==> config.mk <==
export PLATFORM = sky130hd
export DESIGN_NAME = sdram_host_front
export DESIGN_NICKNAME = d
export VERILOG_FILES = /design/src/rtl/sdram_hfe_pkg.sv /design/src/rtl/hfe_ctrl.sv /design/src/rtl/hfe_addr_split.sv /design/src/rtl/hfe_lane_steer.sv /design/src/rtl/sdram_host_front.sv
export SDC_FILE = /design/constraint.sdc
export NUM_CORES = 1
export LEC_CHECK = 0
export ABC_AREA = 1
export BUFFER_PORTS_ARGS = -buffer_cell sky130_fd_sc_hd__buf_2
export CELL_PAD_IN_SITES_DETAIL_PLACEMENT = 0
export CELL_PAD_IN_SITES_GLOBAL_PLACEMENT = 1
export CORE_MARGIN = 2
export CORE_UTILIZATION = 31
export DETAILED_ROUTE_END_ITERATION = 10
export GPL_ROUTABILITY_DRIVEN = 0
export PLACE_DENSITY = 0.8
export REMOVE_ABC_BUFFERS = 1
export SYNTH_ARGS = -nofsm -noshare
export SYNTH_HDL_FRONTEND = slang
export SYNTH_SLANG_ARGS = --single-unit
==> constraint.sdc <==
create_clock -name clk -period 1.48 [get_ports clk]
set_input_delay 0.074 -clock clk [delete_from_list [all_inputs] [get_ports clk]]
set_output_delay 0.074 -clock clk [all_outputs]
set_load 0.05 [all_outputs]
==> src/rtl/sdram_hfe_pkg.sv <==
package sdram_hfe_pkg;

  typedef enum logic [1:0] {
    OP_READ  = 2'b00,
    OP_WRITE = 2'b01,
    OP_MODE  = 2'b10
  } hfe_op_e;

  typedef enum logic [1:0] {
    ST_IDLE  = 2'b00,
    ST_BUSY  = 2'b01,
    ST_DRAIN = 2'b10
  } hfe_state_e;

  localparam logic [1:0] SZ_WORD = 2'd0;
  localparam logic [1:0] SZ_BYTE = 2'd1;
  localparam logic [1:0] SZ_HALF = 2'd2;

endpackage

==> src/rtl/hfe_ctrl.sv <==
module hfe_ctrl
  import sdram_hfe_pkg::*;
(
  input  logic clk,
  input  logic rst_n,
  input  logic sel_n,
  input  logic rd_n,
  input  logic wr_n,
  input  logic seq_done,
  output logic take,
  output logic busy,
  output logic finish
);

  hfe_state_e st_q;
  hfe_state_e st_d;
  logic       one_strobe;
  logic       any_strobe;

  always_comb begin
    one_strobe = !sel_n && (rd_n ^ wr_n);
    any_strobe = !sel_n && !(rd_n && wr_n);
  end

  always_comb begin
    st_d   = st_q;
    take   = 1'b0;
    finish = 1'b0;
    unique case (st_q)
      ST_IDLE: begin
        if (one_strobe) begin
          take = 1'b1;
          st_d = ST_BUSY;
        end
      end
      ST_BUSY: begin
        if (seq_done) begin
          finish = 1'b1;
          st_d   = ST_DRAIN;
        end
      end
      ST_DRAIN: begin
        if (!any_strobe) begin
          st_d = ST_IDLE;
        end
      end
      default: st_d = ST_IDLE;
    endcase
  end

  always_ff @(posedge clk or negedge rst_n) begin
    if (!rst_n) begin
      st_q <= ST_IDLE;
    end else begin
      st_q <= st_d;
    end
  end

  assign busy = (st_q == ST_BUSY);

endmodule

==> src/rtl/hfe_addr_split.sv <==
module hfe_addr_split
  import sdram_hfe_pkg::*;
#(
  parameter int LANES  = 4,
  parameter int COL_W  = 8,
  parameter int ROW_W  = 11,
  parameter int BANK_W = 2,
  localparam int OFF_W  = $clog2(LANES),
  localparam int ADDR_W = BANK_W + ROW_W + COL_W + OFF_W
)(
  input  logic [ADDR_W-1:0] addr,
  input  logic [1:0]        size,
  output logic [BANK_W-1:0] bank,
  output logic [ROW_W-1:0]  row,
  output logic [COL_W-1:0]  col,
  output logic [OFF_W-1:0]  off,
  output logic [LANES-1:0]  mask_n
);

  localparam int COL_LO  = OFF_W;
  localparam int ROW_LO  = OFF_W + COL_W;
  localparam int BANK_LO = OFF_W + COL_W + ROW_W;
  localparam int HALF_L  = LANES / 2;

  always_comb begin
    off  = addr[OFF_W-1:0];
    col  = addr[COL_LO +: COL_W];
    row  = addr[ROW_LO +: ROW_W];
    bank = addr[BANK_LO +: BANK_W];
  end

  for (genvar i = 0; i < LANES; i++) begin : g_lane
    logic byte_hit;
    logic half_hit;
    always_comb begin
      byte_hit = (off == OFF_W'(i));
      half_hit = ((i / HALF_L) != 0) == off[OFF_W-1];
      unique case (size)
        SZ_BYTE: mask_n[i] = !byte_hit;
        SZ_HALF: mask_n[i] = !half_hit;
        default: mask_n[i] = 1'b0;
      endcase
    end
  end

endmodule

==> src/rtl/hfe_lane_steer.sv <==
module hfe_lane_steer
  import sdram_hfe_pkg::*;
#(
  parameter int DATA_W       = 32,
  parameter bit ALIGN_NARROW = 1'b1,
  localparam int LANES = DATA_W / 8,
  localparam int OFF_W = $clog2(LANES),
  localparam int HW    = DATA_W / 2
)(
  input  logic [1:0]        size,
  input  logic [OFF_W-1:0]  off,
  input  logic [DATA_W-1:0] wr_in,
  output logic [DATA_W-1:0] wr_out,
  input  logic [DATA_W-1:0] rd_in,
  output logic [DATA_W-1:0] rd_out
);

  if (ALIGN_NARROW) begin : g_align
    logic [7:0]    rd_byte;
    logic [HW-1:0] rd_half;
    always_comb begin
      rd_byte = rd_in[off*8 +: 8];
      rd_half = rd_in[off[OFF_W-1]*HW +: HW];
      unique case (size)
        SZ_BYTE: begin
          wr_out = {LANES{wr_in[7:0]}};
          rd_out = {{(DATA_W-8){1'b0}}, rd_byte};
        end
        SZ_HALF: begin
          wr_out = {2{wr_in[HW-1:0]}};
          rd_out = {{HW{1'b0}}, rd_half};
        end
        default: begin
          wr_out = wr_in;
          rd_out = rd_in;
        end
      endcase
    end
  end else begin : g_pass
    logic unused_ok;
    always_comb begin
      unused_ok = ^{size, off};
      wr_out    = wr_in;
      rd_out    = rd_in;
    end
  end

endmodule

==> src/rtl/sdram_host_front.sv <==
module sdram_host_front
  import sdram_hfe_pkg::*;
#(
  parameter int DATA_W       = 32,
  parameter int COL_W        = 8,
  parameter int ROW_W        = 11,
  parameter int BANK_W       = 2,
  parameter int MODE_W       = 11,
  parameter bit ALIGN_NARROW = 1'b1,
  localparam int LANES  = DATA_W / 8,
  localparam int OFF_W  = $clog2(LANES),
  localparam int ADDR_W = BANK_W + ROW_W + COL_W + OFF_W
)(
  input  logic              clk,
  input  logic              rst_n,
  input  logic              hst_sel_n,
  input  logic              hst_rd_n,
  input  logic              hst_wr_n,
  input  logic              hst_mode_n,
  input  logic [1:0]        hst_size,
  input  logic [ADDR_W-1:0] hst_addr,
  input  logic [DATA_W-1:0] hst_wdata,
  output logic [DATA_W-1:0] hst_rdata,
  output logic              hst_wait_n,
  output logic              seq_req,
  output logic [1:0]        seq_op,
  output logic [BANK_W-1:0] seq_bank,
  output logic [ROW_W-1:0]  seq_row,
  output logic [COL_W-1:0]  seq_col,
  output logic [LANES-1:0]  seq_mask_n,
  output logic [DATA_W-1:0] seq_wdata,
  input  logic              seq_done,
  input  logic [DATA_W-1:0] seq_rdata
);

  logic take;
  logic busy;
  logic finish;

  logic [ADDR_W-1:0] addr_q;
  logic [1:0]        size_q;
  logic [DATA_W-1:0] wdata_q;
  hfe_op_e           op_q;
  hfe_op_e           op_d;
  logic [DATA_W-1:0] rdata_q;

  logic [OFF_W-1:0]  lane_off;
  logic [LANES-1:0]  split_mask_n;
  logic [DATA_W-1:0] steered_wr;
  logic [DATA_W-1:0] aligned_rd;
  logic              rdata_en;

  hfe_ctrl u_ctrl (
    .clk      (clk),
    .rst_n    (rst_n),
    .sel_n    (hst_sel_n),
    .rd_n     (hst_rd_n),
    .wr_n     (hst_wr_n),
    .seq_done (seq_done),
    .take     (take),
    .busy     (busy),
    .finish   (finish)
  );

  always_comb begin
    if (!hst_rd_n) begin
      op_d = OP_READ;
    end else if (!hst_mode_n) begin
      op_d = OP_MODE;
    end else begin
      op_d = OP_WRITE;
    end
  end

  always_ff @(posedge clk or negedge rst_n) begin
    if (!rst_n) begin
      addr_q  <= '0;
      size_q  <= SZ_WORD;
      wdata_q <= '0;
      op_q    <= OP_READ;
    end else if (take) begin
      addr_q  <= hst_addr;
      size_q  <= hst_size;
      wdata_q <= hst_wdata;
      op_q    <= op_d;
    end
  end

  hfe_addr_split #(
    .LANES  (LANES),
    .COL_W  (COL_W),
    .ROW_W  (ROW_W),
    .BANK_W (BANK_W)
  ) u_split (
    .addr   (addr_q),
    .size   (size_q),
    .bank   (seq_bank),
    .row    (seq_row),
    .col    (seq_col),
    .off    (lane_off),
    .mask_n (split_mask_n)
  );

  hfe_lane_steer #(
    .DATA_W       (DATA_W),
    .ALIGN_NARROW (ALIGN_NARROW)
  ) u_steer (
    .size   (size_q),
    .off    (lane_off),
    .wr_in  (wdata_q),
    .wr_out (steered_wr),
    .rd_in  (seq_rdata),
    .rd_out (aligned_rd)
  );

  assign rdata_en = finish && (op_q == OP_READ);

  always_ff @(posedge clk or negedge rst_n) begin
    if (!rst_n) begin
      rdata_q <= '0;
    end else if (rdata_en) begin
      rdata_q <= aligned_rd;
    end
  end

  always_comb begin
    if (op_q == OP_MODE) begin
      seq_wdata  = {{(DATA_W-MODE_W){1'b0}}, wdata_q[MODE_W-1:0]};
      seq_mask_n = '0;
    end else begin
      seq_wdata  = steered_wr;
      seq_mask_n = split_mask_n;
    end
  end

  assign seq_op     = op_q;
  assign seq_req    = busy;
  assign hst_wait_n = !busy;
  assign hst_rdata  = rdata_q;

endmodule

After elaboration in Yosys (flattened, before gate mapping)
Index checks and enable logic that the tools add are counted.
Widths: inputs -> output; s select.

word-level totals
  logic and storage cells = 54
  bits of input ports = 96
  register bits after elaboration = 93
  output and inout port bits = 93

operators by class
  shift operators = 2
  mux-type cells = 18
  eq/ne operators = 11
  bitwise logic cells = 1
  reductions and logical operators = 16

operators by type and width
  cell                count
  $pmux 32 s2         2
  $mux 32             1
  $shiftx 32x6->16    1
  $shiftx 32x6->8     1
  $eq 2x2->1 const B  5
  $mux 2              5
  $logic_not 1->1     8
  $pmux 1 s2          4
  $eq 2x1->1 const B  3
  $logic_not 2->1     3
  $pmux 2 s3          1
  $logic_and 1x1->1   4
  $mux 1              4
  $mux 4              1
  $ne 2x2->1 const B  2
  $reduce_and 3->1    1
  $ne 2x1->1 const B  1
  $xor 1x1->1         1

Logic depth before layout (Yosys ltp)
Gate-level depths: netlist of run 1.

  word-level depth = 5
  depth in mapped cells = 9

Cells and area by module
From an unflattened synthesis of run 1, not the netlist that was laid out.

second synthesis, totals
  cell total of the unflattened synthesis = 779
  area, all modules = 5413.9 um^2

by module, submodules not included
  module            instances  cells each  area an instance (um^2)
  sdram_host_front  1          468         3871.2
  hfe_lane_steer    1          249         1139.8
  hfe_addr_split    1          43          272.8
  hfe_ctrl          1          19          130.1

Worst setup path after synthesis of run 1
OpenSTA, ideal clock, no wires.

  path kind = reg-to-output
  start = reg op_q[1] (netlist: seq_op[1])
  end = out seq_wdata[10]
  cell stages (with the launch flop) = 5
  arrival time = 2339 ps
  path slack = -933 ps
  required time = 1406 ps
  buffers on the path = 0
  path through = dfrtp_1 inv_1 nor2_2 nor2_1 o21ai_0

between the ends
  longest elaborated chain between the ends = 2

ends and longest elaborated chain
  what                      line                     source
  start: declaration        sdram_host_front.sv:43   hfe_op_e op_q;
  start signal: assignment  sdram_host_front.sv:85   op_q <= op_d;
  $eq 2x2->1                sdram_host_front.sv:127  if (op_q == OP_MODE) begin
  $mux 32                   sdram_host_front.sv:127
  end: declaration          sdram_host_front.sv:31   output logic [DATA_W-1:0] seq_wdata,

Every way passes these cells.

Final worst setup path of run 1
  start = reg size_q[1]
  end = out seq_wdata[18]

between the ends
  longest elaborated chain between the ends = 3
  elaborated cells between the ends (all ways) = 4

ends and longest elaborated chain
  what                                             line                     source
  start: declaration                               sdram_host_front.sv:41   logic [1:0] size_q;
  start signal: assignment                         sdram_host_front.sv:83   size_q <= hst_size;
  $eq 2x2->1 / $eq 2x1->1 (equally long branches)  hfe_lane_steer.sv:24     unique case (size)
  $pmux 32 s2 (*)                                  hfe_lane_steer.sv:24
  $mux 32 (*)                                      sdram_host_front.sv:127

Mark *: on every way between the ends. The rest lies on a longest branch, timed or not.

==> qor.txt, run 1 <==
CTS Sinks - 93
Relative slew slack - 77.48%
First-pass GRT wire length - 25.50 mm
DR pass1 iterations - 5
Beginning of the worst hold path - seq_rdata[16]
GRT Max-Usage Layer - met2
CTS root buf - clkbuf_16
Yosys cell types - 25
Post-synth top area cell - dfrtp_1
Avg WL per Cell - 15.20 µm
Setup slack after layout - -427.2 ps
VDD IR max - 1677 µV
Yosys warnings - 0
Layout area overhead - 59.34%
Minimum clock period - 1907 ps
Crit Path Max Fanout - 13
Clk_lat worst skew - 350 ps
Register area share after synthesis - 49.21%
Final instance area - 7536 µm²
Final setup viols - 44
Tightest Pin Transition - 337.8 ps
CTS Buffer Depth - 2
Fin crit share - 128.9%
Placed cell areas - 5871 µm²
Layout cells sized above 1 - 38.07%
Die area - 16,260 µm²
Most frequent cells in the layout - nand2_1, buf_2, dfrtp_1
Clock skew - 6.402 ps
Setup CP Type - register to output port
Final wirelength - 15.92 mm
Outcome - finished with violations
Vias - 4,843
Placeable Area - 15,030 µm²
Arrival @ worst endpoint - 1830 ps
Power per standard cell area - 2722 nW/µm²
Chip Height - 127.5 µm
Hold Path Class - primary input to register
Antenna Cells - 0
Grt met3 use - 4.983%
Worst Path Required - 1410 ps
Largest net degree at the start of global routing - 57
Tot Pwr - 20.51 mW
DRC Markers - 0
Synth Register Bits - 93
Average size of a mapped cell - 7.766 µm²
Crit. Startpoint - size_q[1]
Max-cap viol count - 0
Startpoint types - register
Initial DRC count - 192
Fmax - 524.3 MHz
RR Startpoint - size_q[1]
Crit end category - output port
Leakage - 3.899 nW
Nets@finish - 954
Row count - 45
Top cells by area, synth - dfrtp_1, nand2_1, buf_4
Most common cell after layout, fill and taps aside - nand2_1
Synth Instances - 609
Max Slew Vio Count - 0
Vias/cell - 4.626
Clock Pin Slew Worst Setup and Hold Paths - 70 ps
Unrepaired setup endpoints after global routing - true
Routed Antenna Nets - 0
Number of clock buffers inserted by TritonCTS - 9
M1 GR Usage - 25.56%
TritonCTS clock tree - yes
Initial antenna violation count - 0
Failing checks - negative setup slack
Hold Fails Final Rpt - 0
Global Route Usage Sum - 19.89%
Post-DP HPWL - 10.78 mm
Post-Syn Area - 4730 µm²
Initial core utilization - 31.46%
Top cell type's share of synthesized area - 49.21%
Vias in the first global route - 4,894
IO Count - 189
H-tree depth - 3
Met2 Usage GRT - 32.34%
Total gr overflow - 0
Port bufs - 188
Die Wd - 127.5 µm
==> power breakdown <==
| group | total (mW) | switching, mW | leakage [nW] | internal [mW] |
|---|---|---|---|---|
| Clock | 2.60 | 0.993 | 0.161 | 1.61 |
| Combinational | 13.6 | 9.09 | 2.57 | 4.51 |
| Sequential | 4.31 | 0.705 | 1.16 | 3.61 |
==> path summary, 6_finish.rpt <==
check	to	slack, ps	cells past startpoint
setup / recovery	seq_wdata[18]	-430	5
hold / removal	hst_rdata[16]	6	3
setup reg to reg	hst_rdata[5]	-130	6
hold reg to reg	hst_rdata[8]	470	2
max in group asynchronous	addr_q[6]	850	3
min in group asynchronous	hst_rdata[26]	90	2
==> metrics by stage <==
stage                     setup slack, ps  utilization [%]  instances  hold WS [ps]  setup TNS (ps)
after floorplan                     -1131                -        549        -221.6          -93210
after global placement             -169.4            39.05        958        -98.57           -4792
after detailed placement           -168.0            39.05        958        -97.81           -4965
after CTS                          -416.1            47.81       1041        0.9337          -10510
after global routing               -492.0            50.13       1047         20.09          -14920
final                              -427.2            50.13       1047         6.427          -11430
==> cells by family after synthesis <==
logic type	count (synthesis)	share of synthesized area (%)
AOI/OAI and AO/OA	90	10.58
adders and majority gates	3	0.7937
buffers and inverters	99	11.98
and+or+nand+nor	324	27.43
DFF	93	49.21
==> cell usage after synthesis (all sizes together) <==
cell type and instances:
o31ai 8, clkbuf 2, a21oi 38, o21ai 35, nand3b 1, buf 58
o22ai 8, nand4 1, dfrtp 93, inv 39, o41ai 1, ha 3
nand3 38, nand2 260, nor2 24
==> what timing repair did <==
action,4_1_cts,5_1_grt
cloned,1,2
pin swaps,8,25
setup endpoints to repair,46,54
buffers inserted,0,5
hold buffers,67,0
hold endpoints to repair,157,0
gates resized for setup,92,70
==> flip-flops by register name, indices dropped and copies added, names as in the netlist <==
| register | cells |
|---|---|
| addr_q | 23 |
| seq_op | 2 |
| size_q | 2 |
| hst_rdata | 32 |
| u_ctrl.st_q | 2 |
| wdata_q | 32 |
==> metal layers <==
layer,up-vias,wire length [µm],part of all wire [%]
met5,-,0,0
met4,0,361,2.3
met3,22,1125,7.1
met2,190,7238,45
met1,2234,7192,45
li1,2397,-,-
==> cell type report <==
type	count	area (µm²)
fill	1473	7497
sequential	93	2327
timing repair buffer	294	2305
multi-input combinational	417	2177
clock buffer	12	266.5
tap	188	235.2
inverter	39	150.1
clock inverter	3	67.56
timing repair inverter	1	7.507
==> critical path, stage by stage (launching register included) <==
cell,delay (ps)
dfrtp_1,420
ha_4,360
buf_4,250
nand2_1,100
a21oi_2,170
buf_6,170
No activity file was read; power rests on OpenSTA's default activity.
==> run 2: changes to the inputs <==
CORE_UTILIZATION = 30   (was 31)
PLACE_DENSITY = 0.78   (was 0.8)
==> qor.txt, run 2 (synthesis results as in run 1) <==
Tot Pwr - 19.52 mW (-4.9%)
Vias/cell - 4.450 (-3.8%)
Worst Path Required - 1410 ps (about the same)
Final instance area - 7420 µm² (-1.5%)
Clock skew - 6.968 ps (+0.5661 ps)
Most frequent cells in the layout - nand2_1, buf_2, dfrtp_1
Crit Path Max Fanout - 6 (-7)
Placed cell areas - 5949 µm² (+1.3%)
Leakage - 3.895 nW (about the same)
Most common cell after layout, fill and taps aside - nand2_1
Post-Route Utilization - 48.45% (-1.7 points)
Outcome - finished with violations
TritonCTS clock tree - yes
Vias - 4,828 (-0.31%)
Hold Path Class - primary input to register
Fmax - 529.5 MHz (+0.98%)
Crit end category - output port
Final wirelength - 15.80 mm (-0.75%)
Unrepaired setup endpoints after global routing - true
Die area - 16,790 µm² (+3.2%)
Beginning of the worst hold path - seq_rdata[4]
DRC Markers - 0 (unchanged)
Fillers - 1,510 (+2.5%)
Total gr overflow - 0 (unchanged)
Minimum clock period - 1889 ps (-18.55 ps)
Initial DRC count - 210 (+9.4%)
Worst hold path endpoint - hst_rdata[4]
Layout cells sized above 1 - 34.44% (-3.6 points)
Reg2reg end - hst_rdata[15]
Max Slew Vio Count - 0 (unchanged)
Avg WL per Cell - 14.56 µm (-4.2%)
Chip Height - 129.6 µm (+1.6%)
Row count - 45 (unchanged)
Startpoint types - register
Port bufs - 188 (unchanged)
Global Route Usage Sum - 18.99% (-0.90 points)
Largest net degree at the start of global routing - 52 (-8.8%)
Setup slack after layout - -408.6 ps (+18.55 ps)
Reg2reg setup slack - -100 ps (+30 ps)
Number of clock buffers inserted by TritonCTS - 9 (unchanged)
Layout area overhead - 56.88%
Vias in the first global route - 4,756 (-2.8%)
VDD IR max - 1544 µV (-8.0%)
Antenna Cells - 0 (unchanged)
Routed Antenna Nets - 0 (unchanged)
IO Count - 189 (unchanged)
Nets@finish - 968 (+1.5%)
# placed instances - 988 (+3.1%)
Fin crit share - 127.6% (-1.3 points)
First-pass GRT wire length - 24.69 mm (-3.2%)
Initial antenna violation count - 0 (unchanged)
CTS root buf - clkbuf_16
Post-DP HPWL - 10.83 mm (+0.45%)
Initial core utilization - 30.88% (-0.58 points)
CTS Sinks - 93 (unchanged)
Die Wd - 129.6 µm (+1.6%)
CTS Buffer Depth - 2 (unchanged)
DR pass1 iterations - 4 (-1)
Clock Pin Slew Worst Setup and Hold Paths - 70 ps (about the same)
Power per standard cell area - 2631 nW/µm² (-3.4%)
Setup CP Type - register to output port
Setup_tns - -10,730 ps (+703.6 ps)
Post-Layout Cell Count - 1,085 (+3.6%)
Tightest Pin Transition - 426.8 ps (+88.99 ps)
Arrival @ worst endpoint - 1810 ps (-20 ps)
Failing checks - negative setup slack
R2r worst-path depth - 8 (+2)
Placeable Area - 15,310 µm² (+1.9%)
Worst Hold Depth - 3 (unchanged)
Max-cap viol count - 0 (unchanged)
Relative slew slack - 71.55% (-5.9 points)
Final setup viols - 42 (-4.5%)
Clk_lat worst skew - 350 ps (about the same)
RR Startpoint - size_q[1]
H-tree depth - 3 (unchanged)
Hold Fails Final Rpt - 0 (unchanged)
-- run 2: what timing repair did --
| item | in CTS | in global routing |
|---|---|---|
| pin swaps | 1 | 5 |
| cloned | 0 | 1 |
| gates resized for setup | 82 | 28 |
| endpoints found under the setup margin | 52 | 53 |
| hold buffers | 76 | 0 |
| setup buffers | 2 | 2 |
| hold endpoints to repair | 102 | 0 |
-- run 2: layout make-up --
cell class	instances	area [µm²]	area share, %
tap	211	264.0	3.558
sequential	93	2327	31.37
inverter	39	146.4	1.973
multi-input combinational	417	2032	27.39
clock buffer	9	225.2	3.035
timing repair buffer	309	2367	31.91
clock inverter	7	57.56	0.7757
-- run 2: worst max-delay path by stage --
stage	start	end	cells after the start
2_1_floorplan	size_q[0]	seq_wdata[10]	4
3_3_place_gp	size_q[0]	seq_wdata[11]	8
3_5_place_dp	size_q[0]	seq_wdata[13]	8
4_1_cts	size_q[1]	seq_wdata[12]	7
5_1_grt	size_q[1]	seq_wdata[13]	7
6_report	size_q[0]	seq_wdata[12]	8
-- run 2: layer usage --
layer	part of all wire (%)	wire (µm)	track usage, %	up-vias
met2	47	7353	31.38	178
met4	1.4	225	5.819	0
met1	45	7061	24.79	2214
li1	-	-	-	2423
met3	7.3	1157	4.418	13
met5	0	0	0	-
-- run 2: per-stage QoR --
stage	hold slack, ps	setup slack [ps]
3_5_place_dp	43.61	-218.7
3_3_place_gp	42.38	-209.6
2_1_floorplan	-221.6	-1131
6_report	3.556	-408.6
5_1_grt	12.87	-468.6
4_1_cts	3.034	-377.0
-- run 2: worst max-delay path, stage by stage (launching register included) --
cell and delay [ps]:
dfrtp_1 380, inv_2 70, ha_4 320, buf_8 130
a21oi_1 40, o21ai_1 80, nand2_1 100, a21oi_2 160
buf_6 180
-- run 2: power breakdown --
group	total, mW	internal, mW	switching [mW]	leakage, nW
clock network	2.26	1.16	1.09	0.134
registers	4.30	3.60	0.695	1.16
logic	13.0	4.20	8.76	2.60
